File: config.mk
export PLATFORM = sky130hd
export DESIGN_NAME = ipg_defer_timer
export DESIGN_NICKNAME = d
export VERILOG_FILES = /design/src/rtl/ipg_pkg.sv /design/src/rtl/ipg_window_cfg.sv /design/src/rtl/ipg_gap_counter.sv /design/src/rtl/ipg_defer_fsm.sv /design/src/rtl/ipg_defer_timer.sv
export SDC_FILE = /design/constraint.sdc
export NUM_CORES = 1
export LEC_CHECK = 0
export BUFFER_PORTS_ARGS = -buffer_cell sky130_fd_sc_hd__buf_2
export CAP_MARGIN = 10
export CORE_MARGIN = 2
export CORE_UTILIZATION = 30
export CTS_CLUSTER_DIAMETER = 50
export CTS_CLUSTER_SIZE = 30
export DETAILED_ROUTE_END_ITERATION = 10
export SYNTH_ARGS = -nofsm -noshare
export SYNTH_HDL_FRONTEND = slang
export SYNTH_SLANG_ARGS = --single-unit
File: constraint.sdc
create_clock -name clk -period 6.9 [get_ports clk]
set_clock_uncertainty 0.05 [all_clocks]
set_input_delay 1.38 -clock clk [delete_from_list [all_inputs] [get_ports clk]]
set_output_delay 1.38 -clock clk [all_outputs]
set_load 0.03 [all_outputs]
File: src/rtl/ipg_pkg.sv
package ipg_pkg;

  typedef enum logic [1:0] {
    ST_WAIT  = 2'd0,
    ST_GAP   = 2'd1,
    ST_READY = 2'd2
  } ipg_state_e;

  // Effective sensing window: never longer than the full gap.
  function automatic logic [15:0] clamp_window(input logic [15:0] sense,
                                               input logic [15:0] total);
    return (sense > total) ? total : sense;
  endfunction

  // Still inside the carrier-sense part of the gap.
  function automatic logic in_sense_window(input logic [15:0] elapsed,
                                           input logic [15:0] sense_eff);
    return elapsed < sense_eff;
  endfunction

  // Whole gap has been timed.
  function automatic logic gap_reached(input logic [15:0] elapsed,
                                       input logic [15:0] total);
    return elapsed >= total;
  endfunction

endpackage

File: src/rtl/ipg_window_cfg.sv
module ipg_window_cfg
  import ipg_pkg::*;
#(
  parameter int GAP_W = 7
) (
  input  logic [GAP_W-1:0] win_sense,
  input  logic [GAP_W-1:0] win_total,
  output logic [GAP_W-1:0] sense_eff,
  output logic [GAP_W-1:0] total_eff
);
  localparam int PADW = 16 - GAP_W;

  logic [15:0] sense_w;
  logic [15:0] total_w;
  logic [15:0] clamped;

  always_comb begin
    sense_w = {{PADW{1'b0}}, win_sense};
    total_w = {{PADW{1'b0}}, win_total};
    clamped = clamp_window(sense_w, total_w);
  end

  assign sense_eff = clamped[GAP_W-1:0];
  assign total_eff = win_total;
endmodule

File: src/rtl/ipg_gap_counter.sv
module ipg_gap_counter #(
  parameter int GAP_W = 7
) (
  input  logic             clk,
  input  logic             rst_n,
  input  logic             clear,
  input  logic             advance,
  output logic [GAP_W-1:0] elapsed
);
  always_ff @(posedge clk) begin
    if (!rst_n)       elapsed <= '0;
    else if (clear)   elapsed <= '0;
    else if (advance) elapsed <= elapsed + 1'b1;
  end
endmodule

File: src/rtl/ipg_defer_fsm.sv
module ipg_defer_fsm
  import ipg_pkg::*;
#(
  parameter int GAP_W = 7
) (
  input  logic             clk,
  input  logic             rst_n,
  input  logic             bit_tick,
  input  logic             crs,
  input  logic             tx_req,
  input  logic             tx_busy,
  input  logic             full_duplex,
  input  logic [GAP_W-1:0] elapsed,
  input  logic [GAP_W-1:0] sense_eff,
  input  logic [GAP_W-1:0] total_eff,
  output ipg_state_e       state,
  output logic             cnt_clear,
  output logic             cnt_advance,
  output logic             defer_evt,
  output logic             gap_done_evt,
  output logic             abandon_evt
);
  localparam int PADW = 16 - GAP_W;

  ipg_state_e  state_nxt;
  logic        carrier_seen;
  logic        medium_idle;
  logic [15:0] elapsed_w;
  logic [15:0] sense_w;
  logic [15:0] total_w;

  assign elapsed_w    = {{PADW{1'b0}}, elapsed};
  assign sense_w      = {{PADW{1'b0}}, sense_eff};
  assign total_w      = {{PADW{1'b0}}, total_eff};
  assign carrier_seen = crs && !full_duplex;
  assign medium_idle  = !tx_busy && !carrier_seen;

  assign defer_evt    = (state == ST_GAP) && !tx_busy && carrier_seen &&
                        in_sense_window(elapsed_w, sense_w);
  assign gap_done_evt = (state == ST_GAP) && !tx_busy && !defer_evt &&
                        gap_reached(elapsed_w, total_w);
  assign abandon_evt  = (state == ST_READY) && !tx_busy && !tx_req && carrier_seen;

  always_comb begin
    state_nxt = state;
    if (tx_busy) begin
      state_nxt = ST_WAIT;
    end else begin
      unique case (state)
        ST_WAIT:  if (medium_idle) state_nxt = ST_GAP;
        ST_GAP: begin
          if (defer_evt)         state_nxt = ST_WAIT;
          else if (gap_done_evt) state_nxt = ST_READY;
        end
        ST_READY: if (abandon_evt) state_nxt = ST_WAIT;
        default:  state_nxt = ST_WAIT;
      endcase
    end
  end

  always_ff @(posedge clk) begin
    if (!rst_n) state <= ST_WAIT;
    else        state <= state_nxt;
  end

  assign cnt_clear   = (state != ST_GAP) || tx_busy || defer_evt;
  assign cnt_advance = (state == ST_GAP) && bit_tick && !gap_done_evt;
endmodule

File: src/rtl/ipg_defer_timer.sv
module ipg_defer_timer
  import ipg_pkg::*;
#(
  parameter int GAP_W = 7
) (
  input  logic             clk,
  input  logic             rst_n,
  input  logic             bit_tick,
  input  logic             crs,
  input  logic             tx_req,
  input  logic             tx_busy,
  input  logic             full_duplex,
  input  logic [GAP_W-1:0] win_sense,
  input  logic [GAP_W-1:0] win_total,
  output logic             tx_grant
);
  logic [GAP_W-1:0] sense_eff;
  logic [GAP_W-1:0] total_eff;
  logic [GAP_W-1:0] elapsed;
  ipg_state_e       state;
  logic             cnt_clear;
  logic             cnt_advance;
  logic             defer_evt;
  logic             gap_done_evt;
  logic             abandon_evt;
  logic             gap_active;

  ipg_window_cfg #(.GAP_W(GAP_W)) u_cfg (
    .win_sense (win_sense),
    .win_total (win_total),
    .sense_eff (sense_eff),
    .total_eff (total_eff)
  );

  ipg_gap_counter #(.GAP_W(GAP_W)) u_cnt (
    .clk     (clk),
    .rst_n   (rst_n),
    .clear   (cnt_clear),
    .advance (cnt_advance),
    .elapsed (elapsed)
  );

  ipg_defer_fsm #(.GAP_W(GAP_W)) u_fsm (
    .clk          (clk),
    .rst_n        (rst_n),
    .bit_tick     (bit_tick),
    .crs          (crs),
    .tx_req       (tx_req),
    .tx_busy      (tx_busy),
    .full_duplex  (full_duplex),
    .elapsed      (elapsed),
    .sense_eff    (sense_eff),
    .total_eff    (total_eff),
    .state        (state),
    .cnt_clear    (cnt_clear),
    .cnt_advance  (cnt_advance),
    .defer_evt    (defer_evt),
    .gap_done_evt (gap_done_evt),
    .abandon_evt  (abandon_evt)
  );

  assign gap_active = (state == ST_GAP);
  assign tx_grant   = (state == ST_READY) && tx_req && !tx_busy;
endmodule

=== After elaboration in Yosys (flattened, before gate mapping) ===
Cells that the tools add are included.

* Flip-flop bits (word level): 9
* Bits in latches: 0
* RAM bits: 0
* Bits in read-only memories: 0
* Bits of input ports: 21
* Output and inout port bits: 1
* Logic and storage cells: 45
* Memories: 0

* Add/subtract/negate cells: 1
* Multipliers: 0
* Div/mod/pow operators: 0
* Order comparisons: 3
* Eq/ne operators: 6
* Shifts and indexed selects: 0
* Mux-type cells: 6
* Bitwise operators: 1
* Reduce and logical (&&, ||, !) cells: 26

{| class="wikitable"
|+ Operators with widths
! operator !! count
|-
| logical AND 1 bit || 14
|-
| two-way mux 2 bit || 4
|-
| adder 7 x 1 -> 7 bit (second input constant) || 1
|-
| greater-or-equal comparator 7 bit || 1
|-
| greater-than comparator 7 bit || 1
|-
| < comparator 7 bit || 1
|-
| two-way mux 7 bit || 1
|-
| logical NOT 1 bit || 6
|-
| one-hot mux 2 bit (3 select lines) || 1
|-
| inequality test 2 x 1 -> 1 bit (second input constant) || 2
|-
| OR reduction 2 bit || 2
|-
| inequality test 3 x 1 -> 1 bit (second input constant) || 1
|-
| AND reduction 3 bit || 1
|-
| equality test 2 x 1 -> 1 bit (second input constant) || 1
|-
| equality test 2 bit (second input constant) || 1
|-
| logical NOT 2 bit || 1
|-
| logical OR 1 bit || 2
|-
| inequality test 2 bit (second input constant) || 1
|-
| inverter 1 bit || 1
|}

=== Depth between registers and ports, before layout ===
* Depth in word-level cells: 10
* Depth in mapped cells: 17
* Mapped depth without buffers: 15

=== Modules after synthesis ===
A second synthesis with hierarchy kept.

* Cells, all modules: 136
* Area, all modules: 1,123.6 µm²

{| class="wikitable"
|+ By module, submodules not included
! module !! instances !! cells an instance !! area an instance (µm²) !! sequential area each (µm²)
|-
| ipg_defer_fsm || 1 || 66 || 509.2 || 40.0
|-
| ipg_window_cfg || 1 || 39 || 322.8 || 0.0
|-
| ipg_gap_counter || 1 || 30 || 279.0 || 140.1
|-
| ipg_defer_timer || 1 || 1 || 12.5 || 0.0
|}

=== Worst setup path before layout ===
Ideal clock, no wire load.

* Kind: input to register
* Start: input port win_total[4]
* End: register u_fsm.state[0]
* Setup time: 115 ps
* Data arrival time: 3,951 ps
* Required time: 6,735 ps
* Slack: 2,784 ps
* Stages on the path: 17
* Buffers on the path: 2
* Cells stage by stage: inv_1 > ha_1 > nand4_1 > or2_1 > o21ai_2 > buf_1 > nor2_1 > a21oi_1 > ha_1 > a211oi_1 > nor2_1 > nor3_1 > nor2_1 > nor4b_1 > and2_1 > buf_6 > o21ai_2

* Word-level cells in the longest chain between the ends: 9
* Elaborated cells between the ends (all ways): 12
* Classes of those cells: order compare (3); eq/ne (1); mux (3); reduce/logical (5)

{| class="wikitable"
|+ Ends and longest elaborated chain
! what !! RTL line !! RTL
|-
| from (decl) || ipg_defer_timer.sv:14 || <nowiki>input logic [GAP_W-1:0] win_total,</nowiki>
|-
| greater-than comparator 7 bit || ipg_pkg.sv:12 || <nowiki>return (sense > total) ? total : sense;</nowiki>
|-
| two-way mux 7 bit || ipg_pkg.sv:12 ||
|-
| < comparator 7 bit || ipg_pkg.sv:18 || <nowiki>return elapsed < sense_eff;</nowiki>
|-
| logical AND 1 bit || ipg_defer_fsm.sv:38 || <nowiki>assign defer_evt = (state == ST_GAP) && !tx_busy && carrier_seen &&</nowiki>
|-
| logical NOT 1 bit || ipg_defer_fsm.sv:40 || <nowiki>assign gap_done_evt = (state == ST_GAP) && !tx_busy && !defer_evt &&</nowiki>
|-
| logical AND 1 bit (2 in series) || ipg_defer_fsm.sv:40 ||
|-
| inequality test 3 x 1 -> 1 bit (no line) || -- ||
|-
| AND reduction 3 bit (no line) || -- ||
|-
| to (signal assigned) || ipg_defer_fsm.sv:63 || <nowiki>else state <= state_nxt;</nowiki>
|-
| to (decl) || ipg_defer_fsm.sv:16 || <nowiki>output ipg_state_e state,</nowiki>
|}

Parallel ways exist; a longest one is shown, timed or not.
A chain may end at the register's enable or synchronous reset.

=== Final worst setup path ===
* Start: input port win_total[2]
* End: register u_fsm.state[0]

The elaborated chain is that of the path after synthesis.

==> impl_metrics.csv <==
group,metric,value,unit
status,outcome,"finished clean",
synthesis,yosysWarnings,0,
clock_tree,clk_pin_slew,0.06,ns
synthesis,synth-edff-count,0,
route,drc,0,
route,wl_per_cell,11.2,µm
synthesis,synth_most_common_cell,"ha_1",
synthesis,yosys_most_used_dff,"dfxtp_1",
route,vias_per_cell,4.80,
worst_setup_path,cp_top_family,"compound AO/OA/AOI/OAI gates",
floorplan,initial_utilization,31.2,%
worst_setup_path,cp-startpoint,"win_total[2]",
clock_tree,postCtsSetupBuffers,0,
global_routing,grt_pass1_wl,3860,µm
sta,fin_tns_setup,0,ns
route,drtPass1Iterations,4,
worst_setup_path,crit_fanout,11,
synthesis,syn_nets,170,
final_layout,drive_gt1_share,24.5,%
synthesis,synthTopCellsByArea,"ha_1, dfxtp_1, nor3_2, a21oi_1, nor2_1",
final_layout,finalNetCount,194,
clock_tree,ctsHoldBuffers,0,
worst_setup_path,r2r_setup_slack,4.64,ns
worst_setup_path,rr_worst_depth,8,
synthesis,synth_cells,128,
worst_setup_path,crit_chain,"buf_2, inv_1, ha_1, a21oi_1, a21oi_2, o21ai_2, nor2_1, a21oi_1, ha_1, a211oi_1, nor2_1, nor3_1, nor2_1, nor4b_1, and2_1, o21ai_2",
final_layout,multi_input_area,812,µm²
synthesis,yosys.area.top_type,"ha_1",
floorplan,pin_count,22,
pwr,peakVddDrop,0.0578,mV
synthesis,yosysTopAreaCellShare,25.2,%
worst_setup_path,end_kind,"register",
global_routing,grt_max_degree,12,
synthesis,ys_ff_latch,9,
place,io_buffer_count,21,
route,vias,945,
worst_setup_path,setup.worst_path.end,"u_fsm.state[0]$_SDFFE_PP0P_",
synthesis,async_flop_share,0,%
worst_setup_path,crit_buf_inv,2,
clock_tree,root_buffer,"clkbuf_4",
final_layout,regArea,180,µm²
sta,final.setup.worst_slack,2.65,ns
clock_tree,ctsLongestPathBuffers,2,
sta,period_minus_slack,4.25,ns
worst_setup_path,path_depth,16,
clock_tree,h-tree-depth,1,
clock_tree,cts-resized-gates,0,
final_layout,fillers,349,
sta,rsz0062_at_grt,"no",
synthesis,yosysSeqAreaShare,17.3,%
sta,setup_viol_count_final,0,
worst_hold_path,min_path_cells,2,
sta,period_share,61.6,%
worst_setup_path,arrival,4.35,ns
pwr,p_per_area,111,mW/mm²
floorplan,coreArea,0.00334,mm²
floorplan,rows,21,
final_layout,area_delta_synth_final,16.7,%
place,dp_hpwl,1890,µm
synthesis,ys_top_cells_by_count,"ha_1, nor2_1, nand2_1, a21oi_1",
route,first_iter_violations,16,
global_routing,grt_usage,12.0,%
worst_setup_path,worstSetupPathType,"in2reg",
final_layout,n_antenna_cell,0,
clock_tree,cts_tree,"done",
worst_hold_path,hold_class,"reg2reg",
global_routing,first_global_vias,919,
worst_setup_path,crit_top_cell,"nor2_1",
synthesis,post_synth.cell_area_avg,8.13,µm²
job,cap_violations,0,
worst_setup_path,startpoint_type,"primary input",
synthesis,yosysUniqueCellTypes,34,
sta,final-hold-violation-count,0,
worst_setup_path,r2r-start,"u_cnt.elapsed[2]$_SDFFE_PP0P_",
place,gp_congestion,0.792,
global_routing,grt_overflow,0,
route,ant_nets,0,
global_routing,antenna_found_initial,0,
floorplan,die_area,0.00396,mm²
floorplan,die_w,62.9,µm
final_layout,utilization,36.4,%
worst_setup_path,worstPathRequired,7.00,ns
clock_tree,clk_latency,0.27,ns
route,routed_wl,2200,µm
worst_setup_path,cp_slowest_stage_delay,0.46,ns
sta,worst_pin_slew,0.446,ns
floorplan,die_y,62.9,µm
synthesis,syn_area,0.00104,mm²
worst_setup_path,reg2reg_to,"u_fsm.state[0]$_SDFFE_PP0P_",
clock_tree,clock_sinks,9,
place,dp_worst_setup_slack,2.35,ns
sta,fmax,0.235,GHz
pwr,leakage,0.558,nW
clock_tree,numCtsBuffers,3,
sta,slew_headroom,70.3,%
worst_setup_path,critPathSlowestCell,"and2_1",
sta,drv_slew,0,
## worst reg2reg max path: stages, from the launching register on
cell	delay, ns
dfxtp_1	0.43
ha_1	0.28
a211oi_1	0.24
nor2_1	0.08
nor3_1	0.14
nor2_1	0.07
nor4b_1	0.29
and2_1	0.46
o21ai_2	0.10
## cell type report
type	instances	area share, %
well taps	46	4.74
inverters	9	2.78
clock buffers	4	2.16
repair buffers	21	8.65
multi-input cells	108	66.8
flip-flops and latches	9	14.8
## placed cells by master (no fill, tap or decap), drive strengths merged, types with 5 or more instances in the layout
| cell | synthesis | routed |
|---|---|---|
| nand2 | 11 | 11 |
| ha | 21 | 21 |
| buf | 2 | 21 |
| nor2 | 13 | 13 |
| a21oi | 11 | 11 |
| inv | 9 | 9 |
| dfxtp | 9 | 9 |
| xor2 | 5 | 5 |
| nor3 | 10 | 10 |
| nand3 | 5 | 5 |
| o21ai | 7 | 7 |
## registers in the layout, indices dropped and copies added, names as in the netlist
| register | cells |
|---|---|
| u_fsm.state | 2 |
| u_cnt.elapsed | 7 |
## worst min-delay path by stage
stage | to | slack (ns) | startpoint
2_1_floorplan | u_fsm.state[0]$_SDFFE_PP0P_ | 0.44 | u_fsm.state[0]$_SDFFE_PP0P_
3_3_place_gp | u_fsm.state[0]$_SDFFE_PP0P_ | 0.46 | u_fsm.state[0]$_SDFFE_PP0P_
3_5_place_dp | u_fsm.state[0]$_SDFFE_PP0P_ | 0.45 | u_fsm.state[0]$_SDFFE_PP0P_
4_1_cts | u_fsm.state[0]$_SDFFE_PP0P_ | 0.46 | u_fsm.state[0]$_SDFFE_PP0P_
5_1_grt | u_fsm.state[0]$_SDFFE_PP0P_ | 0.50 | u_fsm.state[0]$_SDFFE_PP0P_
6_report | u_fsm.state[0]$_SDFFE_PP0P_ | 0.46 | u_fsm.state[0]$_SDFFE_PP0P_
## metrics by stage
step                std cells  hold slack [ns]  instance area (µm²)  total power, mW
floorplan                 128            0.435                 1040           0.0805
global placement          193            0.459                 1190           0.0912
detailed placement        193            0.453                 1190           0.0932
CTS                       197            0.465                 1210            0.136
global route              197            0.504                 1210            0.145
finish                    197            0.462                 1210            0.135
## power by group
| part | leakage (nW) | internal, mW | switching [mW] |
|---|---|---|---|
| Clock | 0.0150 | 0.0224 | 0.0211 |
| Combinational | 0.470 | 0.0168 | 0.0216 |
| Sequential | 0.0727 | 0.0524 | 0.000495 |
| Total | 0.558 | 0.0917 | 0.0432 |
## per-layer routing
metal  global-route usage [%]  share of wire, %  vias up
li1                         -                 -      505
met3                     2.52               3.2        5
met4                     5.00               1.9        0
met5                        0                 0        -
met1                     13.8                45      422
met2                     21.4                50       13
## logic make-up after synthesis
logic type	after synthesis	share of synthesized area, %
mux	3	2.88
simple gates	54	29.2
buf+inv	11	4.69
compound gates	24	15.6
flops	9	17.3
xor+xnor	6	5.05
fa+ha+maj	21	25.2
No activity file was read; power rests on OpenSTA's default activity.
